===== config.mk =====
export PLATFORM = sky130hd
export DESIGN_NAME = arl_unit
export DESIGN_NICKNAME = d
export VERILOG_FILES = /design/src/rtl/arl_pkg.sv /design/src/rtl/arl_regfile.sv /design/src/rtl/arl_addr.sv /design/src/rtl/arl_ctrl.sv /design/src/rtl/arl_unit.sv
export SDC_FILE = /design/constraint.sdc
export NUM_CORES = 1
export LEC_CHECK = 0
export BUFFER_PORTS_ARGS = -buffer_cell sky130_fd_sc_hd__buf_2
export CAP_MARGIN = 20
export CORE_MARGIN = 2
export CORE_UTILIZATION = 46
export DETAILED_ROUTE_END_ITERATION = 8
export HOLD_SLACK_MARGIN = 0.05
export PLACE_DENSITY = 0.76
export SKIP_LAST_GASP = 1
export SYNTH_ARGS = -nofsm -noshare
export SYNTH_HDL_FRONTEND = slang
export SYNTH_SLANG_ARGS = --single-unit
export TNS_END_PERCENT = 50

===== constraint.sdc =====
create_clock -name clk -period 5.6 [get_ports clk]
set_input_delay 0.28 -clock clk [delete_from_list [all_inputs] [get_ports clk]]
set_output_delay 0.28 -clock clk [all_outputs]
set_load 0.005 [all_outputs]

===== src/rtl/arl_pkg.sv =====
package arl_pkg;
    localparam int DW    = 16;
    localparam int NREG  = 8;
    localparam int IW    = $clog2(NREG);
    localparam int PGW   = 9;
    localparam int OFFW  = DW - PGW;
    localparam logic [4:0] OPC_LAR = 5'b00110;

    localparam logic [1:0] STEP_NONE = 2'b00;
    localparam logic [1:0] STEP_DEC  = 2'b01;
    localparam logic [1:0] STEP_INC  = 2'b10;

    typedef enum logic [0:0] {S_FETCH, S_LOAD} arl_state_e;

    typedef struct packed {
        logic            legal;
        logic [IW-1:0]   dst;
        logic            indir;
        logic [1:0]      step;
        logic            nxt_en;
        logic [IW-1:0]   nxt_val;
        logic [OFFW-1:0] off;
    } arl_dec_t;

    function automatic arl_dec_t arl_decode(input logic [DW-1:0] w);
        arl_dec_t d;
        d.legal   = (w[15:11] == OPC_LAR);
        d.dst     = w[10:8];
        d.indir   = w[7];
        d.step    = w[5:4];
        d.nxt_en  = w[3];
        d.nxt_val = w[2:0];
        d.off     = w[OFFW-1:0];
        return d;
    endfunction
endpackage


===== src/rtl/arl_regfile.sv =====
module arl_regfile
    import arl_pkg::*;
(
    input  logic          clk,
    input  logic          rst,
    input  logic          ld_en,
    input  logic [IW-1:0] ld_idx,
    input  logic [DW-1:0] ld_data,
    input  logic          md_en,
    input  logic [IW-1:0] md_idx,
    input  logic [DW-1:0] md_data,
    input  logic [IW-1:0] ptr_idx,
    output logic [DW-1:0] ptr_data,
    input  logic [IW-1:0] rd_idx,
    output logic [DW-1:0] rd_data
);
    logic [DW-1:0] regs [NREG];

    for (genvar i = 0; i < NREG; i++) begin : g_reg
        always_ff @(posedge clk) begin
            if (rst)
                regs[i] <= '0;
            else if (ld_en && ld_idx == IW'(i))
                regs[i] <= ld_data;
            else if (md_en && md_idx == IW'(i))
                regs[i] <= md_data;
        end
    end

    assign ptr_data = regs[ptr_idx];
    assign rd_data  = regs[rd_idx];


    load_wins_chk: assert property (@(posedge clk) disable iff (rst)
        ld_en |=> regs[$past(ld_idx)] == $past(ld_data));


    step_lands_chk: assert property (@(posedge clk) disable iff (rst)
        (md_en && !(ld_en && ld_idx == md_idx)) |=> regs[$past(md_idx)] == $past(md_data));
endmodule


===== src/rtl/arl_addr.sv =====
module arl_addr
    import arl_pkg::*;
(
    input  logic            indir,
    input  logic [PGW-1:0]  page_q,
    input  logic [OFFW-1:0] off,
    input  logic [DW-1:0]   ptr_data,
    output logic [DW-1:0]   addr
);
    always_comb begin
        if (indir)
            addr = ptr_data;
        else
            addr = {page_q, off};
    end
endmodule


===== src/rtl/arl_ctrl.sv =====
module arl_ctrl
    import arl_pkg::*;
(
    input  logic           clk,
    input  logic           rst,
    input  logic           insn_valid,
    input  logic [DW-1:0]  insn_word,
    output logic           insn_ready,
    output arl_dec_t       dec,
    output logic           mem_rd,
    input  logic           page_we,
    input  logic [PGW-1:0] page_din,
    output logic [PGW-1:0] page_q,
    input  logic [DW-1:0]  ptr_data,
    output logic [IW-1:0]  arp_q,
    output logic           ld_en,
    output logic [IW-1:0]  ld_idx,
    output logic           md_en,
    output logic [IW-1:0]  md_idx,
    output logic [DW-1:0]  md_data,
    output logic [DW-1:0]  pc_q,
    output logic           illegal_q
);
    arl_state_e state, state_n;
    arl_dec_t   cur;
    logic       fire;

    assign dec  = arl_decode(insn_word);
    assign fire = insn_valid && insn_ready;

    always_ff @(posedge clk) begin
        if (rst) state <= S_FETCH;
        else     state <= state_n;
    end

    always_comb begin
        state_n = state;
        unique case (state)
            S_FETCH: if (fire && dec.legal) state_n = S_LOAD;
            S_LOAD:  state_n = S_FETCH;
        endcase
    end

    always_ff @(posedge clk) begin
        if (rst) begin
            cur       <= '0;
            pc_q      <= '0;
            arp_q     <= '0;
            page_q    <= '0;
            illegal_q <= 1'b0;
        end else begin
            illegal_q <= fire && !dec.legal;
            if (fire) begin
                cur  <= dec;
                pc_q <= pc_q + DW'(1);
            end
            if (state == S_LOAD && cur.indir && cur.nxt_en)
                arp_q <= cur.nxt_val;
            if (page_we)
                page_q <= page_din;
        end
    end

    always_comb begin
        insn_ready = (state == S_FETCH);
        mem_rd     = fire && dec.legal;
        ld_en      = (state == S_LOAD);
        ld_idx     = cur.dst;
        md_idx     = arp_q;
        md_en      = ld_en && cur.indir && cur.dst != arp_q &&
                     (cur.step == STEP_DEC || cur.step == STEP_INC);
        md_data    = (cur.step == STEP_DEC) ? ptr_data - DW'(1) : ptr_data + DW'(1);
    end


    pc_step_chk: assert property (@(posedge clk) disable iff (rst)
        fire |=> pc_q == $past(pc_q) + DW'(1));


    illegal_stay_chk: assert property (@(posedge clk) disable iff (rst)
        (fire && !dec.legal) |=> (state == S_FETCH && illegal_q && $stable(arp_q)));


    ptr_reload_chk: assert property (@(posedge clk) disable iff (rst)
        (state == S_LOAD && cur.indir && cur.nxt_en) |=> arp_q == $past(cur.nxt_val));


    one_load_chk: assert property (@(posedge clk) disable iff (rst)
        ld_en |=> !ld_en);
endmodule


===== src/rtl/arl_unit.sv =====
module arl_unit
    import arl_pkg::*;
(
    input  logic        clk,
    input  logic        rst,
    input  logic        insn_valid,
    output logic        insn_ready,
    input  logic [15:0] insn_word,
    output logic        mem_rd,
    output logic [15:0] mem_addr,
    input  logic [15:0] mem_rdata,
    input  logic        page_we,
    input  logic [8:0]  page_din,
    input  logic [2:0]  ar_sel,
    output logic [15:0] ar_dout,
    output logic [2:0]  arp,
    output logic [8:0]  page,
    output logic [15:0] pc,
    output logic        done,
    output logic        illegal
);
    arl_dec_t      dec;
    logic [DW-1:0] ptr_data, md_data;
    logic          ld_en, md_en;
    logic [IW-1:0] ld_idx, md_idx;

    arl_ctrl u_ctrl (
        .clk(clk), .rst(rst), .insn_valid(insn_valid), .insn_word(insn_word),
        .insn_ready(insn_ready), .dec(dec), .mem_rd(mem_rd),
        .page_we(page_we), .page_din(page_din), .page_q(page),
        .ptr_data(ptr_data), .arp_q(arp), .ld_en(ld_en), .ld_idx(ld_idx),
        .md_en(md_en), .md_idx(md_idx), .md_data(md_data),
        .pc_q(pc), .illegal_q(illegal)
    );

    arl_addr u_addr (
        .indir(dec.indir), .page_q(page), .off(dec.off),
        .ptr_data(ptr_data), .addr(mem_addr)
    );

    arl_regfile u_rf (
        .clk(clk), .rst(rst), .ld_en(ld_en), .ld_idx(ld_idx), .ld_data(mem_rdata),
        .md_en(md_en), .md_idx(md_idx), .md_data(md_data),
        .ptr_idx(arp), .ptr_data(ptr_data), .rd_idx(ar_sel), .rd_data(ar_dout)
    );

    assign done = ld_en;


    direct_addr_chk: assert property (@(posedge clk) disable iff (rst)
        (mem_rd && !insn_word[7]) |-> mem_addr == {page, insn_word[6:0]});


    no_read_illegal_chk: assert property (@(posedge clk) disable iff (rst)
        (insn_word[15:11] != 5'b00110) |-> !mem_rd);
endmodule


# After elaboration in Yosys (flattened, before gate mapping)
# Memories as Yosys holds them, arrays and structs flattened. A register that Yosys moved wholly into a read port is not among the register bits.
# Cells that the tools add are included.
# totals
romBits	0
elab_cells	156
output_inout_bits	64
inputBits	48
latch_bits	0
n_memories	1
register_bits	40
mem_bits_rw	128
# classes
mux	80
mul	0
bitwise_logic	17
n_reduce_logical	27
n_addsub	3
eq_ne	18
div	0
n_shift	0
order_cmp	0
# memory_table
memory	depth	width	rd	rd_clocked_by_memory_dff	wr	line	rtl
u_rf.regs	8	16	2	1	8	arl_regfile.sv:17	logic [DW-1:0] regs [NREG];
# op_table
cell	n
16-bit two-way mux	18
1-bit two-way mux	59
16-bit by 1-bit adder with 16-bit output (second input constant)	2
3-bit equality test (second input constant)	8
1-bit logical AND	23
1-bit OR	16
16-bit by 1-bit subtractor with 16-bit output (second input constant)	1
3-bit by 2-bit equality test with 1-bit output (second input constant)	4
3-bit by 1-bit equality test with 1-bit output (second input constant)	2
3-bit zero test	2
3-bit two-way mux	2
5-bit by 3-bit equality test with 1-bit output (second input constant)	1
3-bit inequality test	1
2-bit by 1-bit equality test with 1-bit output (second input constant)	1
2-bit equality test (second input constant)	1
1-bit case mux with 2 select lines	1
1-bit zero test	1
1-bit logical OR	1
1-bit NOT	1

# Longest topological paths before layout
# logic_depth
ltp_word	9
ltp_mapped	13
depth_no_buf	10

# Modules after synthesis
# Synthesis repeated with hierarchy kept, for this count alone.
# unflattened
cells_unflattened	891
hier_area_um2	10725.3
# by_module_without_submodules
mod	seq_area_each_um2	cells_per_inst	area_each_um2	n_inst
arl_regfile	3843.7	512	7606.0	1
arl_ctrl	800.8	361	2870.3	1
arl_addr	0.0	18	249.0	1

# Least setup slack after synthesis
# OpenSTA, ideal clock, no wires.
# synth_timing
kind	register -> register
from	register (tool-made name)
to	memory u_rf.regs[4][10], data pin
slack_ps	1738
setup_ps	133
arrival_time_ps	3730
path_buffers	3
required_ps	5467
stages_incl_launch_ff	13
period_less_slack_ps	3862
path_cell_list	dfxtp_1 buf_2 buf_2 mux4_2 mux2_2 ha_1 clkbuf_1 and3_1 a221o_1 a311oi_1 o21bai_1 xor2_1 a22o_1
# synth_lines
element	line
end, declared	arl_regfile.sv:17

==> results.yml <==
power_and_ir_drop:
  finalPower_mw: 2.972
  cellPowerDensity_nw_per_um2: 261.7
  leakage_nw: 4.268
  ir_worst_vdd_mv: 0.1991
place:
  gp_congestion: 0.9189
  dpl_cell_area_um2: 10720
  dp.cells: 1126
  dp_slack_ps: 1312
  hpwl_um: 19540
  numPortBuffers: 111
route:
  routedWlPerCell_um: 25.98
  dr.pass1.iters: 5
  ant_nets: 0
  vias: 7637
  wirelength_um: 30190
  drtIter0Drc: 1167
  drc: 0
  via_per_inst: 6.572
synthesis:
  netlist_instances: 788
  ys_warn_count: 0
  yosysSeqAreaShare_pct: 47.63
  yosys_register_bits: 171
  avgSynthCellArea_um2: 12.54
  yosysTopAreaCellShare_pct: 38.91
  synth_flop_cell: "edfxtp_1"
  synthTopCellsByArea: "edfxtp_1 39%, mux4_2 15%, dfxtp_1 8.7%"
  synthDistinctLibCells: 57
  synth_edf_count: 128
  async_reset_ff_share_pct: 0
  yosys.area.top_type: "edfxtp_1"
  syn_area_um2: 9878
  synth_nets: 853
setup_path:
  path_class: "flip-flop to flip-flop"
  end_kind: "flip-flop"
  critPathMaxStageDelay_ps: 960
  cp_slowest_cell: "dfxtp_2"
  startpoint_type: "flip-flop"
  rrSetupSlack_ps: 1180
  worst_ep_arrival_time_ps: 4570
  critPathRequiredTime_ps: 5750
  r2r_end: "u_rf.regs[7][13]$_DFFE_PP_"
  crit_fanout: 22
  worstPathCellList: "buf_4 -> mux4_2 -> mux2_2 -> ha_1 -> a21oi_1 -> o21a_1 -> o21ai_0 -> a41oi_4 -> mux2i_1 -> o21ai_1"
  r2r_cells: 10
clock_network:
  worstSkewPairLatency_ps: 440
  clk_pin_slew_ps: 70
  htree_levels: 4
  cts_hold_buf: 0
  clock-sinks: 171
  cts_tree: "done"
  cts_resized: 0
  cts_root_buffer: "clkbuf_16"
  clk_path_buf_depth: 2
  cts_made_buffers: 17
  cts_setup_buffers: 0
floorplan:
  coreArea_um2: 21020
  die_area_um2: 22660
  die_h_um: 150.5
  ios: 112
  start_util_pct: 46.99
  rows: 53
  die_width_um: 150.5
sta:
  postLayoutSetupSlackWorst_ps: 1180
  tightest_slew_ps: 1195
  hold_violations: 0
  fmax_mhz: 226.3
  finalClockSkew_ps: 13.97
  whs_ps: 72.82
  maxSlewHeadroom_pct: 20.22
  setup-tns-final_ps: 0
  finalSetupViolations: 0
  rsz0062_at_grt: "no"
  maxSlewViolCount: 0
  period_share_pct: 78.93
  min_period_ps: 4420
finish:
  final-instance-count-excl-fill: 1162
  layout_commonest_cell: "edfxtp_1"
  final_layout_size_suffix_gt1_share_pct: 33.79
  final_cell_area_um2: 11360
  fin_util_pct: 54.03
  nets: 937
  final_cell_mix: "128 x edfxtp_1, 111 x buf_2, 96 x a22o_1"
  syn2layout_area_growth_pct: 14.97
global_route:
  antenna_found_initial: 1
  grt_max_degree: 33
  grt_overflow: 0
  grt_usage_pct: 27.09
  grt_pass1_wl_um: 44450
  grt_pass1_vias: 7538
outcome:
  outcome: "finished clean"
worst_hold_path:
  hold_end: "u_ctrl.ld_idx[0]$_SDFFE_PP0P_"
  hp-class: "input port to flip-flop"
  holdPathStages: 3
  min-delay-start: "insn_word[8]"
run:
  maxCapViolations: 0
[final cells by class]
type                       instances  area (um^2)
clock inverter                     8        62.56
antenna                            2        5.005
inverter                          15        56.30
tap                              275        344.1
sequential                       171         4706
multi-input combinational        533         4900
timing repair buffer             134        728.2
fill                            1714         9664
clock buffer                      24        555.5
[power breakdown]
part / total, mW / switching [mW] / internal [mW]
clock: 1.22 / 0.517 / 0.704
sequential: 1.43 / 0.0287 / 1.40
combinational: 0.324 / 0.194 / 0.130
total: 2.97 / 0.739 / 2.23
[sequential cells by signal (all words and copies together) (netlist names), named ones only]
name,cells
u_ctrl.pc_q,16
u_ctrl.ld_en,1
u_ctrl.ld_idx,3
u_ctrl.cur,7
u_ctrl.illegal_q,1
u_rf.regs,128
u_ctrl.page_q,9
u_ctrl.arp_q,3
[cells by family after synthesis]
family          Yosys count  share of synthesized area, %
simple gates            160                         7.321
mux                     124                         21.37
buf+inv                  84                         3.369
fa+ha+maj                17                         2.229
compound gates          205                         15.47
xor+xnor                 27                         2.622
flops                   171                         47.63
[critical path, delay by kind of cell, from the launching register on]
kind / cells / cell delay [ps]
compound gates: 5 / 930
fa+ha+maj: 1 / 360
buf+inv: 1 / 360
flops: 1 / 960
mux: 3 / 1510
[layer usage]
layer / up-vias / global-route usage (%) / share of wire [%] / routed length (um)
met2: 504 / 42.70 / 48 / 14470
met3: 115 / 7.939 / 10 / 3167
li1: 3272 / - / - / -
met1: 3746 / 34.15 / 37 / 11150
met4: 0 / 13.54 / 4.6 / 1402
met5: - / 0 / 0 / 0
[synth_stat cells, types with 2 or more instances]
cell       count
nand2b_1       3
xnor2_1        9
nand3b_1       4
nand2_1       68
a2111oi_1      2
edfxtp_1     128
a21oi_1       28
nor2_1        44
o21ai_0       36
buf_1         19
ha_1          16
xnor2_2        2
or3_1          7
mux4_2        64
a2111oi_2      2
a21o_1         2
clkbuf_1      41
o211ai_1       4
mux2_2        45
nand4_1        6
inv_1         14
o21ai_1       11
a22o_1        96
o21bai_1       3
buf_2          7
mux2i_1       14
nor2b_1        4
dfxtp_1       43
a31oi_1        2
nand3_1        6
xor2_1        15
nor3_1         7
a22oi_1        8
and3_1         5
[worst max path at each step]
stage,from,cells past startpoint,to,slack (ps)
3_5_place_dp,flip-flop,10,u_rf.regs[5][13]$_DFFE_PP_,1310
4_1_cts,flip-flop,10,u_rf.regs[7][13]$_DFFE_PP_,1240
3_3_place_gp,flip-flop,10,u_rf.regs[7][13]$_DFFE_PP_,1420
6_report,flip-flop,10,u_rf.regs[7][13]$_DFFE_PP_,1180
5_1_grt,flip-flop,10,u_rf.regs[5][13]$_DFFE_PP_,1000
2_1_floorplan,flip-flop,12,u_rf.regs[4][10]$_SDFFCE_PN0P_,1740
(Power assumes the default switching activity.)
